## config.mk

```make
export PLATFORM = sky130hd
export DESIGN_NAME = trapret_seq
export DESIGN_NICKNAME = d
export VERILOG_FILES = /design/src/rtl/trapret_pkg.sv /design/src/rtl/trapret_ctrl.sv /design/src/rtl/trapret_dpath.sv /design/src/rtl/trapret_seq.sv
export SDC_FILE = /design/constraint.sdc
export NUM_CORES = 1
export LEC_CHECK = 0
export ABC_CLOCK_PERIOD_IN_PS = 2300
export BUFFER_PORTS_ARGS = -buffer_cell sky130_fd_sc_hd__clkbuf_2
export CORE_MARGIN = 8
export CORE_UTILIZATION = 47
export DETAILED_ROUTE_END_ITERATION = 8
export GPL_ROUTABILITY_DRIVEN = 1
export PLACE_DENSITY = 0.86
export SLEW_MARGIN = 15
export SYNTH_ARGS = -nofsm -noshare
export SYNTH_HDL_FRONTEND = slang
export SYNTH_SLANG_ARGS = --single-unit
```

## constraint.sdc

```tcl
create_clock -name clk -period 2.3 [get_ports clk]
set_clock_uncertainty 0.15 [all_clocks]
set_input_delay 0.115 -clock clk [delete_from_list [all_inputs] [get_ports clk]]
set_output_delay 0.115 -clock clk [all_outputs]
set_load 0.02 [all_outputs]
```

## src/rtl/trapret_pkg.sv

```systemverilog
package trapret_pkg;
  typedef enum logic [1:0] {
    PRIV_U = 2'd0,
    PRIV_S = 2'd1,
    PRIV_R = 2'd2,
    PRIV_M = 2'd3
  } privLvl_e;

  localparam int CODE_W = 5;

  typedef enum logic [CODE_W-1:0] {
    EXC_MISALIGN = 5'd0,
    EXC_ILLEGAL  = 5'd2,
    EXC_VIRTINSN = 5'd22
  } excCode_e;

  // strobes from legality control to the datapath
  typedef struct packed {
    logic     fire;     // a return is being processed this cycle
    logic     machSel;  // 1: machine return, 0: supervisor return
    logic     raise;    // return is refused
    excCode_e code;     // reason when refused
  } retStrobe_t;
endpackage

```

## src/rtl/trapret_ctrl.sv

```systemverilog
module trapret_ctrl
  import trapret_pkg::*;
(
  input  logic       clk,
  input  logic       rstN,
  input  logic       retMach,
  input  logic       retSup,
  input  logic [1:0] curPriv,
  input  logic       curVirt,
  input  logic       hypPresent,
  input  logic       compressedEn,
  input  logic       stTsr,
  input  logic       hsVtsr,
  input  logic [1:0] mEpcLow,
  input  logic [1:0] sEpcLow,
  output retStrobe_t strobe
);
  logic       machSel;
  logic [1:0] pcLow;
  logic       privBad, misalBad, tsrBad, vtsrBad;

  always_comb begin
    machSel  = retMach;                       // machine return has precedence
    pcLow    = machSel ? mEpcLow : sEpcLow;
    misalBad = !compressedEn && (pcLow != 2'b00);
    privBad  = machSel ? (curPriv != PRIV_M) : (curPriv == PRIV_U);
    tsrBad   = !machSel && stTsr && (curPriv != PRIV_M);
    vtsrBad  = !machSel && hypPresent && curVirt && hsVtsr;

    strobe.fire    = retMach | retSup;
    strobe.machSel = machSel;
    strobe.raise   = strobe.fire && (privBad || misalBad || tsrBad || vtsrBad);
    if (privBad)       strobe.code = EXC_ILLEGAL;
    else if (misalBad) strobe.code = EXC_MISALIGN;
    else if (tsrBad)   strobe.code = EXC_ILLEGAL;
    else if (vtsrBad)  strobe.code = EXC_VIRTINSN;
    else               strobe.code = EXC_MISALIGN;
  end

  // a supervisor return from supervisor level with the trap bit set is refused
  p_sret_tsr_r5: assert property (@(posedge clk) disable iff (!rstN)
    (retSup && !retMach && curPriv == PRIV_S && stTsr) |-> strobe.raise)
    else $error("p_sret_tsr_r5");

  // the guest trap bit alone produces a virtual-instruction fault
  p_vtsr_code_r6: assert property (@(posedge clk) disable iff (!rstN)
    (retSup && !retMach && curPriv == PRIV_S && !stTsr && hypPresent && curVirt
     && hsVtsr && (compressedEn || sEpcLow == 2'b00))
    |-> (strobe.raise && strobe.code == EXC_VIRTINSN))
    else $error("p_vtsr_code_r6");
endmodule

```

## src/rtl/trapret_dpath.sv

```systemverilog
module trapret_dpath
  import trapret_pkg::*;
#(
  parameter int XLEN = 32
) (
  input  logic              clk,
  input  logic              rstN,
  input  retStrobe_t        strobe,
  input  logic [1:0]        curPriv,
  input  logic              curVirt,
  input  logic              hypPresent,
  input  logic              stMie,
  input  logic              stMpie,
  input  logic [1:0]        stMpp,
  input  logic              stMpv,
  input  logic              stSie,
  input  logic              stSpie,
  input  logic              stSpp,
  input  logic              hsSpv,
  input  logic [XLEN-1:0]   mEpc,
  input  logic [XLEN-1:0]   sEpc,
  output logic              doneValid,
  output logic              trapValid,
  output logic [CODE_W-1:0] trapCode,
  output logic [1:0]        nxtPriv,
  output logic              nxtVirt,
  output logic              nxtMie,
  output logic              nxtMpie,
  output logic [1:0]        nxtMpp,
  output logic              nxtMpv,
  output logic              nxtSie,
  output logic              nxtSpie,
  output logic              nxtSpp,
  output logic              nxtSpv,
  output logic [XLEN-1:0]   retPc,
  output logic              swapReq
);
  logic [1:0]      cPriv, cMpp;
  logic            cVirt, cMie, cMpie, cMpv, cSie, cSpie, cSpp, cSpv, cSwap;
  logic [XLEN-1:0] cPc;

  // next-state values for a completed return
  always_comb begin
    cPriv = curPriv; cVirt = curVirt;
    cMie  = stMie;   cMpie = stMpie; cMpp = stMpp; cMpv = stMpv;
    cSie  = stSie;   cSpie = stSpie; cSpp = stSpp; cSpv = hsSpv;
    cSwap = 1'b0;
    if (strobe.machSel) begin
      cPriv = stMpp;
      cMie  = stMpie;
      cMpie = 1'b1;
      cMpp  = PRIV_U;
      cMpv  = 1'b0;
      cPc   = mEpc;
      if (hypPresent) begin
        cVirt = stMpv;
        cSwap = stMpv;
      end
    end else begin
      cPriv = {1'b0, stSpp};
      cSie  = stSpie;
      cSpie = 1'b1;
      cSpp  = 1'b0;
      cPc   = sEpc;
      if (hypPresent && !curVirt) begin
        cSpv  = 1'b0;
        cVirt = hsSpv;
        cSwap = hsSpv;
      end
    end
  end

  always_ff @(posedge clk) begin
    if (!rstN) begin
      doneValid <= 1'b0; trapValid <= 1'b0; trapCode <= '0;
      nxtPriv   <= PRIV_M; nxtVirt <= 1'b0;
      nxtMie    <= 1'b0; nxtMpie <= 1'b0; nxtMpp <= 2'b00; nxtMpv <= 1'b0;
      nxtSie    <= 1'b0; nxtSpie <= 1'b0; nxtSpp <= 1'b0; nxtSpv <= 1'b0;
      retPc     <= '0; swapReq <= 1'b0;
    end else if (strobe.fire) begin
      doneValid <= !strobe.raise;
      trapValid <= strobe.raise;
      if (strobe.raise) begin
        trapCode <= strobe.code;
        nxtPriv  <= curPriv; nxtVirt <= curVirt;
        nxtMie   <= stMie;   nxtMpie <= stMpie; nxtMpp <= stMpp; nxtMpv <= stMpv;
        nxtSie   <= stSie;   nxtSpie <= stSpie; nxtSpp <= stSpp; nxtSpv <= hsSpv;
        retPc    <= '0;
        swapReq  <= 1'b0;
      end else begin
        trapCode <= '0;
        nxtPriv  <= cPriv; nxtVirt <= cVirt;
        nxtMie   <= cMie;  nxtMpie <= cMpie; nxtMpp <= cMpp; nxtMpv <= cMpv;
        nxtSie   <= cSie;  nxtSpie <= cSpie; nxtSpp <= cSpp; nxtSpv <= cSpv;
        retPc    <= cPc;
        swapReq  <= cSwap;
      end
    end else begin
      doneValid <= 1'b0;
      trapValid <= 1'b0;
      swapReq   <= 1'b0;
    end
  end

  p_one_result_r1: assert property (@(posedge clk) disable iff (!rstN)
    !(doneValid && trapValid))
    else $error("p_one_result_r1");

  p_idle_hold_r1: assert property (@(posedge clk) disable iff (!rstN)
    !strobe.fire |=> (!doneValid && !trapValid && $stable(nxtPriv) && $stable(retPc)))
    else $error("p_idle_hold_r1");

  p_mret_fields_r8: assert property (@(posedge clk) disable iff (!rstN)
    (strobe.fire && strobe.machSel && !strobe.raise)
    |=> (nxtMpie && nxtMpp == 2'b00 && !nxtMpv))
    else $error("p_mret_fields_r8");

  p_swap_enters_guest_r9: assert property (@(posedge clk) disable iff (!rstN)
    swapReq |-> (nxtVirt && doneValid))
    else $error("p_swap_enters_guest_r9");

  p_trap_keeps_priv_r12: assert property (@(posedge clk) disable iff (!rstN)
    (strobe.fire && strobe.raise) |=> (nxtPriv == $past(curPriv) && !swapReq && retPc == '0))
    else $error("p_trap_keeps_priv_r12");
endmodule

```

## src/rtl/trapret_seq.sv

```systemverilog
module trapret_seq
  import trapret_pkg::*;
#(
  parameter int XLEN = 32
) (
  input  logic              clk,
  input  logic              rstN,
  input  logic              retMach,
  input  logic              retSup,
  input  logic [1:0]        curPriv,
  input  logic              curVirt,
  input  logic              hypPresent,
  input  logic              compressedEn,
  input  logic              stMie,
  input  logic              stMpie,
  input  logic [1:0]        stMpp,
  input  logic              stMpv,
  input  logic              stSie,
  input  logic              stSpie,
  input  logic              stSpp,
  input  logic              stTsr,
  input  logic              hsSpv,
  input  logic              hsVtsr,
  input  logic [XLEN-1:0]   mEpc,
  input  logic [XLEN-1:0]   sEpc,
  output logic              doneValid,
  output logic              trapValid,
  output logic [4:0]        trapCode,
  output logic [1:0]        nxtPriv,
  output logic              nxtVirt,
  output logic              nxtMie,
  output logic              nxtMpie,
  output logic [1:0]        nxtMpp,
  output logic              nxtMpv,
  output logic              nxtSie,
  output logic              nxtSpie,
  output logic              nxtSpp,
  output logic              nxtSpv,
  output logic [XLEN-1:0]   retPc,
  output logic              swapReq
);
  retStrobe_t strobe;

  trapret_ctrl u_ctrl (
    .clk(clk), .rstN(rstN), .retMach(retMach), .retSup(retSup),
    .curPriv(curPriv), .curVirt(curVirt), .hypPresent(hypPresent),
    .compressedEn(compressedEn), .stTsr(stTsr), .hsVtsr(hsVtsr),
    .mEpcLow(mEpc[1:0]), .sEpcLow(sEpc[1:0]), .strobe(strobe)
  );

  trapret_dpath #(.XLEN(XLEN)) u_dpath (
    .clk(clk), .rstN(rstN), .strobe(strobe),
    .curPriv(curPriv), .curVirt(curVirt), .hypPresent(hypPresent),
    .stMie(stMie), .stMpie(stMpie), .stMpp(stMpp), .stMpv(stMpv),
    .stSie(stSie), .stSpie(stSpie), .stSpp(stSpp), .hsSpv(hsSpv),
    .mEpc(mEpc), .sEpc(sEpc),
    .doneValid(doneValid), .trapValid(trapValid), .trapCode(trapCode),
    .nxtPriv(nxtPriv), .nxtVirt(nxtVirt), .nxtMie(nxtMie), .nxtMpie(nxtMpie),
    .nxtMpp(nxtMpp), .nxtMpv(nxtMpv), .nxtSie(nxtSie), .nxtSpie(nxtSpie),
    .nxtSpp(nxtSpp), .nxtSpv(nxtSpv), .retPc(retPc), .swapReq(swapReq)
  );

  // both requests together: the supervisor saved PC must not be returned
  p_mach_wins_r13: assert property (@(posedge clk) disable iff (!rstN)
    (retMach && retSup && curPriv == 2'd3 && (compressedEn || mEpc[1:0] == 2'b00))
    |=> (doneValid && retPc == $past(mEpc)))
    else $error("p_mach_wins_r13");
endmodule

```

==> results of run 1 <==
==> through the flow <==
step                      power (mW)  worst slack [ns]  hold WS, ns
final                           2.03             0.194      0.00379
after global routing            2.11            0.0512       0.0116
after CTS                       2.02            0.0409      0.00377
after detailed placement        1.31            0.0556        0.191
after global placement          1.30             0.168        0.187
after floorplan                 1.15             0.959        0.103
==> cells by family (layout without fill, tap and decap cells) <==
family,after synthesis,in the layout,synth area share (%)
DFF,49,49,42.9
AOI/OAI and AO/OA,88,88,29.2
and+or+nand+nor,74,74,17.8
muxes,3,3,1.37
buffers and inverters,42,224,8.54
other,1,4,0.164
==> how the worst min path moves through the flow <==
stage	endpoint	depth (start not counted)
3_5_place_dp	u_dpath.retPc[11]	2
4_1_cts	u_dpath.retPc[21]	4
3_3_place_gp	u_dpath.retPc[8]	2
6_report	u_dpath.retPc[1]	3
5_1_grt	u_dpath.retPc[27]	4
2_1_floorplan	u_dpath.retPc[10]	1
==> flip-flops by register name, indices dropped and copies added (netlist names) <==
signal / cells
u_dpath.doneValid: 1
u_dpath.nxtMie: 1
u_dpath.nxtMpie: 1
u_dpath.nxtMpp: 2
u_dpath.nxtMpv: 1
u_dpath.nxtPriv: 2
u_dpath.nxtSie: 1
u_dpath.nxtSpie: 1
u_dpath.nxtSpp: 1
u_dpath.nxtSpv: 1
u_dpath.nxtVirt: 1
u_dpath.retPc: 32
u_dpath.swapReq: 1
u_dpath.trapCode: 2
u_dpath.trapValid: 1
==> what timing repair did <==
action,CTS,global route
endpoints found under the setup margin,0,1
hold buffers,59,0
setup buffers,0,0
gates resized for setup,0,1
hold endpoints to repair,37,0
==> area by class of cell <==
type	count	area, µm²
Antenna cell	2	5.00
Tap cell	67	83.8
Sequential cell	49	981
Timing Repair Buffer	200	1320
Multi-Input combinational cell	167	1130
Inverter	16	62.6
Fill cell	313	1030
Clock inverter	1	30.0
Clock buffer	7	86.3
==> metal layers <==
metal  wire length (µm)  track usage, %
met5                  0               0
met4                422            14.3
met3                568            5.16
met2               4780            43.4
met1               3350            25.3
==> power by group through the flow <==
stage	sequential [mW]	clock [mW]	combinational, mW
6_report	0.920	0.635	0.471
5_1_grt	0.925	0.680	0.502
4_1_cts	0.918	0.648	0.457
3_5_place_dp	0.937	0	0.374
3_3_place_gp	0.936	0	0.366
2_1_floorplan	0.992	0	0.156
==> critical path, cell delays in order <==
cell and delay, ns:
dlygate4sd3_1 0.54, clkbuf_2 0.15, and3_2 0.26, buf_4 0.21, nand3_1 0.09, a311oi_1 0.24
dlygate4sd3_1 0.59
==> cell usage in the layout (no fill, tap or decap), types with 2 or more instances in the layout <==
cell / Yosys / final
a21oi_1: 17 / 17
a221o_1: 20 / 20
a31oi_1: 4 / 4
and3_1: 21 / 20
buf_4: 5 / 8
clkbuf_2: 0 / 133
clkbuf_8: 0 / 6
conb_1: 1 / 2
dfxtp_1: 49 / 49
diode_2: 0 / 2
dlygate4sd3_1: 0 / 59
inv_1: 14 / 14
mux2i_1: 2 / 2
nand2_1: 10 / 10
nand3_1: 17 / 17
nor2_1: 11 / 10
nor3_1: 5 / 4
o211ai_1: 3 / 3
o21a_1: 2 / 2
o21ai_0: 11 / 11
o21ai_1: 5 / 5
o21bai_2: 2 / 2
o31a_1: 12 / 12
==> run_results.csv, run 1 <==
group,metric,value,unit
yosys,synth_cells,257,
final_layout,layout.cells.non_filler,509,
clock_tree,cts_tree,"yes",
yosys,ys_types,46,
pwr,swShare,27.5,%
global_routing,gr-total-overflow,0,
placed_design,place_inst,440,
global_routing,antenna_found_initial,1,
worst_setup_path,setup.worst_path.class,"in2reg",
pwr,cell_internal_pwr,1.47,mW
drt,via_per_inst,5.57,
sta,tns,0,ns
placed_design,hpwl,5.81,mm
worst_setup_path,worst_r2r_path_depth,3,
sta,drv_slew,0,
sta,worst_pin_slew,0.835,ns
floorplanning,start_util,48.4,%
floorplanning,pin_count,136,
placed_design,place_area,2970,µm²
clock_tree,cts_root_buffer,"clkbuf_8",
global_routing,grt.total_usage,24.2,%
global_routing,grt_max_degree,38,
clock_tree,clock_path_buffers,2,
sta,fmax,0.475,GHz
placed_design,io_buffers,133,
worst_setup_path,r2r_slack,0.87,ns
global_routing,grt_pass1_wl,14.3,mm
pwr,peakVddDrop,0.362,mV
worst_setup_path,startpoint,"curPriv[1]",
floorplanning,die_w,85.7,µm
sta,setup_violations,0,
pwr,p_comb_share,23.2,%
yosys,ys_warn_count,0,
final_layout,post-route-util,78.2,%
floorplanning,rows,25,
sta,layout_min_cycle_time,2.11,ns
yosys,synth_area,2290,µm²
global_routing,grt_pass1_vias,2959,
yosys,synthFlopType,"dfxtp_1",
worst_setup_path,reg2reg_to,"u_dpath.nxtMie",
placed_design,gp_congestion,0.880,
pwr,pwr-share-seq,45.4,%
yosys,synth_area_leader_cell,"dfxtp_1",
yosys,postSynth.asyncResetShare,0,%
final_layout,num-nets-final,523,
yosys,ys_ff_latch,49,
worst_setup_path,cp_max_fo,13,
clock_tree,numCtsBuffers,5,
sta,fin_crit_sh,91.6,%
floorplanning,chipHeight,85.7,µm
pwr,clock_power_share,31.4,%
floorplanning,die-area,7350,µm²
drt,drtAntennaViolNets,0,
status,status,"completed",
yosys,synth-seq-area-share,42.9,%
yosys,synth_area_leaders,"dfxtp_1, a221o_1, and3_1",
final_layout,post-route-cell-area,3690,µm²
yosys,synth_most_common_cell,"dfxtp_1",
drt,drcViolationCount,0,
clock_tree,insertion_delay,0.30,ns
worst_setup_path,endpoint,"u_dpath.nxtMie",
yosys,syn_area_per_cell,8.89,µm²
floorplanning,core-area,4720,µm²
worst_setup_path,critPathRequiredTime,2.39,ns
clock_tree,clock_sinks,49,
drt,drt_iter0_drc,203,
job,cap_violations,0,
pwr,p_leak,1.84,nW
clock_tree,htreeDepth,2,
drt,drtPass1Iterations,4,
yosys,synth-edff-count,0,
worst_setup_path,arrival,2.20,ns
sta,rsz0062_at_grt,"false",
clock_tree,clkTransAtPathRegs,0.09,ns
sta,slew_headroom,44.1,%
worst_setup_path,endpoint_kind,"flip-flop",
hold_path,worstHoldPathType,"in2reg",
drt,wl,9.12,mm
yosys,synth_top_cell_area_share,42.9,%
pwr,p_per_area,549,nW/µm²
yosys,synth_common_cells,"dfxtp_1, and3_1, a221o_1",
drt,routedWlPerCell,17.9,µm
final_layout,syn_to_final_growth,61.6,%
pwr,switchingPower,0.558,mW
drt,num_vias,2837,
hold_path,min_from,"mEpc[1]",
final_layout,drive_gt1_share,37.0,%
worst_setup_path,start_kind,"input pin",
worst_setup_path,reg2reg_from,"u_dpath.nxtMie",
sta,hold_violations,0,
Note: power is estimated with default switching activity, not from simulation.
==> run 2, diff against run 1 <==
--- a/config.mk
+++ b/config.mk
@@ -7,12 +7,12 @@
 export LEC_CHECK = 0
 export ABC_CLOCK_PERIOD_IN_PS = 2300
 export BUFFER_PORTS_ARGS = -buffer_cell sky130_fd_sc_hd__clkbuf_2
-export CORE_MARGIN = 8
-export CORE_UTILIZATION = 47
+export CORE_MARGIN = 10
+export CORE_UTILIZATION = 26
 export DETAILED_ROUTE_END_ITERATION = 8
 export GPL_ROUTABILITY_DRIVEN = 1
-export PLACE_DENSITY = 0.86
 export SLEW_MARGIN = 15
 export SYNTH_ARGS = -nofsm -noshare
 export SYNTH_HDL_FRONTEND = slang
+export SYNTH_HIERARCHICAL = 1
 export SYNTH_SLANG_ARGS = --single-unit
==> run 2 against run 1 <==
  * Power is 0.59% lower
  * Largest power group unchanged
  * Sequential power is 6.7% higher
  * Synthesized cell count decreased by 5.4%
  * Global-route usage shrank 12 points
  * Worst setup slack worse by 0.064 ns
  * Die area increased by 70%
==> run_results.csv, run 2 <==
group,metric,value,unit
status,status,"completed",
hold_path,holdPathStages,2,
yosys,synth_cells,243,
worst_setup_path,setup.worst_path.class,"in2reg",
sta,hold_violations,0,
yosys,synth-seq-area-share,47.5,%
yosys,synth_common_cells,"dfxtp_1, nand2_1, o21ai_0",
final_layout,drive_gt1_share,34.4,%
yosys,synthFlopType,"dfxtp_1",
floorplanning,die_w,112,µm
clock_tree,clkTransAtPathRegs,0.10,ns
floorplanning,chipHeight,112,µm
worst_setup_path,r2r_slack,0.91,ns
drt,drtAntennaViolNets,0,
worst_setup_path,reg2reg_to,"u_dpath/nxtMie",
sta,tns,0,ns
clock_tree,cts_root_buffer,"clkbuf_8",
final_layout,largest-register,"u_dpath/retPc",
pwr,pwr-share-seq,48.8,%
job,cap_violations,0,
drt,via_per_inst,4.55,
global_routing,grt.total_usage,12.7,%
drt,num_vias,2531,
clock_tree,cts_tree,"yes",
pwr,swShare,29.0,%
sta,fin_crit_sh,94.3,%
sta,setup_violations,0,
clock_tree,clock_sinks,52,
sta,drv_slew,0,
yosys,ys_types,30,
final_layout,largest_reg_flops,32,
final_layout,fill_cells,797,
floorplanning,start_util,26.7,%
worst_setup_path,arrival,2.27,ns
clock_tree,insertion_delay,0.30,ns
drt,wl,8.44,mm
drt,routedWlPerCell,15.2,µm
clock_tree,htreeDepth,2,
pwr,p_per_area,530,nW/µm²
sta,layout_min_cycle_time,2.17,ns
final_layout,final_cell_mix,"clkbuf_2, dlygate4sd3_1, dfxtp_1, nand2_1, o21ai_0",
yosys,synth_top_cell_area_share,47.5,%
global_routing,grt_pass1_vias,2626,
pwr,cell_internal_pwr,1.43,mW
floorplanning,rows,33,
pwr,p_leak,1.84,nW
hold_path,worstHoldPathType,"in2reg",
sta,finalWorstSetupSlack,0.131,ns
drt,drtPass1Iterations,4,
placed_design,dp_slack,0.156,ns
drt,drt_iter0_drc,138,
clock_tree,cts_setup_buffers,0,
worst_setup_path,start_kind,"input pin",
clock_tree,clock_path_buffers,2,
clock_tree,numCtsBuffers,5,
floorplanning,core-area,8220,µm²
global_routing,grt_pass1_wl,13.4,mm
worst_setup_path,cp_max_fo,7,
yosys,postSynth.asyncResetShare,0,%
global_routing,antenna_found_initial,1,
yosys,synth_area_leader_cell,"dfxtp_1",
pwr,p_comb_share,25.0,%
yosys,ys_warn_count,6,
worst_setup_path,worst_r2r_path_depth,3,
worst_setup_path,reg2reg_from,"u_dpath/nxtMie",
yosys,synth_area_leaders,"dfxtp_1, mux2i_1, o21ai_0",
sta,rsz0062_at_grt,"false",
worst_setup_path,endpoint,"u_dpath/nxtMie",
placed_design,gp_congestion,0.770,
drt,drcViolationCount,0,
floorplanning,pin_count,136,
yosys,synth-edff-count,0,
sta,fmax,0.461,GHz
final_layout,num-nets-final,533,
floorplanning,die-area,12500,µm²
final_layout,layout_commonest_cell,"clkbuf_2",
sta,slew_headroom,60.3,%
final_layout,reg.largest.list,"u_dpath/retPc: 32 flops, u_dpath/trapCode: 5 flops",
final_layout,syn_to_final_growth,73.5,%
pwr,clock_power_share,26.3,%
yosys,synth_most_common_cell,"dfxtp_1",
worst_setup_path,critPathRequiredTime,2.40,ns
placed_design,hpwl,5.93,mm
pwr,switchingPower,0.583,mW
placed_design,io_buffers,135,
worst_setup_path,endpoint_kind,"flip-flop",
pwr,peakVddDrop,0.297,mV
global_routing,gr-total-overflow,0,
yosys,synth_area,2190,µm²
worst_setup_path,startpoint,"retMach",
yosys,syn_area_per_cell,9.02,µm²
global_routing,grt_max_degree,23,
yosys,ys_ff_latch,52,
sta,worst_pin_slew,0.594,ns
[run 2: cell count changes after synthesis, moves of 5 or more]
cell | before | now
buf_2 | 13 | 7
mux2i_1 | 2 | 33
a22o_1 | 0 | 5
nand3_1 | 17 | 5
a21boi_0 | 0 | 5
o21ai_0 | 11 | 38
nand2_1 | 10 | 43
and3_1 | 21 | 0
o31a_1 | 12 | 0
a21oi_1 | 17 | 3
inv_1 | 14 | 5
a221o_1 | 20 | 0
[run 2: final cells by class]
type | instances | area (µm²) | share of cell area [%]
diodes | 1 | 2.50 | 0.0658
multi-input cells | 167 | 1030 | 27.1
well taps | 105 | 131 | 3.46
repair buffers | 217 | 1480 | 39.0
clock buffers | 5 | 68.8 | 1.81
clock inverters | 3 | 22.5 | 0.592
inverters | 6 | 22.5 | 0.592
flip-flops and latches | 52 | 1040 | 27.4
[run 2: power by group through the flow]
stage | clock network (mW) | logic, mW | registers [mW]
after global placement | 0 | 0.372 | 1.00
after detailed placement | 0 | 0.379 | 1.00
after global routing | 0.597 | 0.546 | 0.989
after CTS | 0.558 | 0.497 | 0.983
after floorplan | 0 | 0.141 | 1.07
final | 0.529 | 0.503 | 0.982
[run 2: how the worst min path moves through the flow]
stage               start                  to
finish               rstN  u_dpath/nxtPriv[1]
global route         rstN  u_dpath/nxtPriv[1]
CTS                  rstN  u_dpath/nxtPriv[1]
detailed placement  stMie      u_dpath/nxtMie
global placement    stMie      u_dpath/nxtMie
floorplan            rstN      u_dpath/nxtMie
[run 2: through the flow]
stage / utilization (%) / instance area (µm²) / power, mW / instances / hold WS, ns
global route: 46.3 / 3800 / 2.13 / 556 / 0.0426
global placement: 35.9 / 2950 / 1.37 / 472 / 0.218
finish: 46.3 / 3800 / 2.01 / 556 / 0.0172
detailed placement: 35.9 / 2950 / 1.38 / 472 / 0.234
CTS: 46.1 / 3790 / 2.04 / 555 / 0.00998
floorplan: - / 2200 / 1.21 / 244 / 0.103
[run 2: kinds of logic (layout without fill, tap and decap cells)]
family,count (synthesis),after routing,share of synthesized area (%)
adders and majority gates,1,1,0.514
DFF,52,52,47.5
AOI/OAI and AO/OA,66,66,17.7
other,1,3,0.171
and+or+nand+nor,65,65,13.0
muxes,33,33,15.1
buffers and inverters,25,231,6.05
[run 2: layer usage]
| layer | up-vias | GRT usage (%) | wire length (µm) |
|---|---|---|---|
| li1 | 1250 | - | - |
| met2 | 98 | 22.4 | 4160 |
| met5 | - | 0 | 0 |
| met4 | 0 | 3.17 | 111 |
| met1 | 1172 | 14.2 | 3530 |
| met3 | 11 | 4.35 | 645 |
[run 2: critical path, cell delays in order]
cell	delay [ns]
clkbuf_2	0.17
nor3_1	0.10
a211o_1	0.30
a31oi_2	0.30
buf_4	0.20
nand2b_1	0.23
nand2_1	0.09
a31oi_1	0.19
dlygate4sd3_1	0.58
[run 2: what timing repair did]
item,4_1_cts,5_1_grt
gates resized for setup,0,2
endpoints found under the setup margin,0,1
endpoints found under the hold margin,43,0
hold buffers,75,0
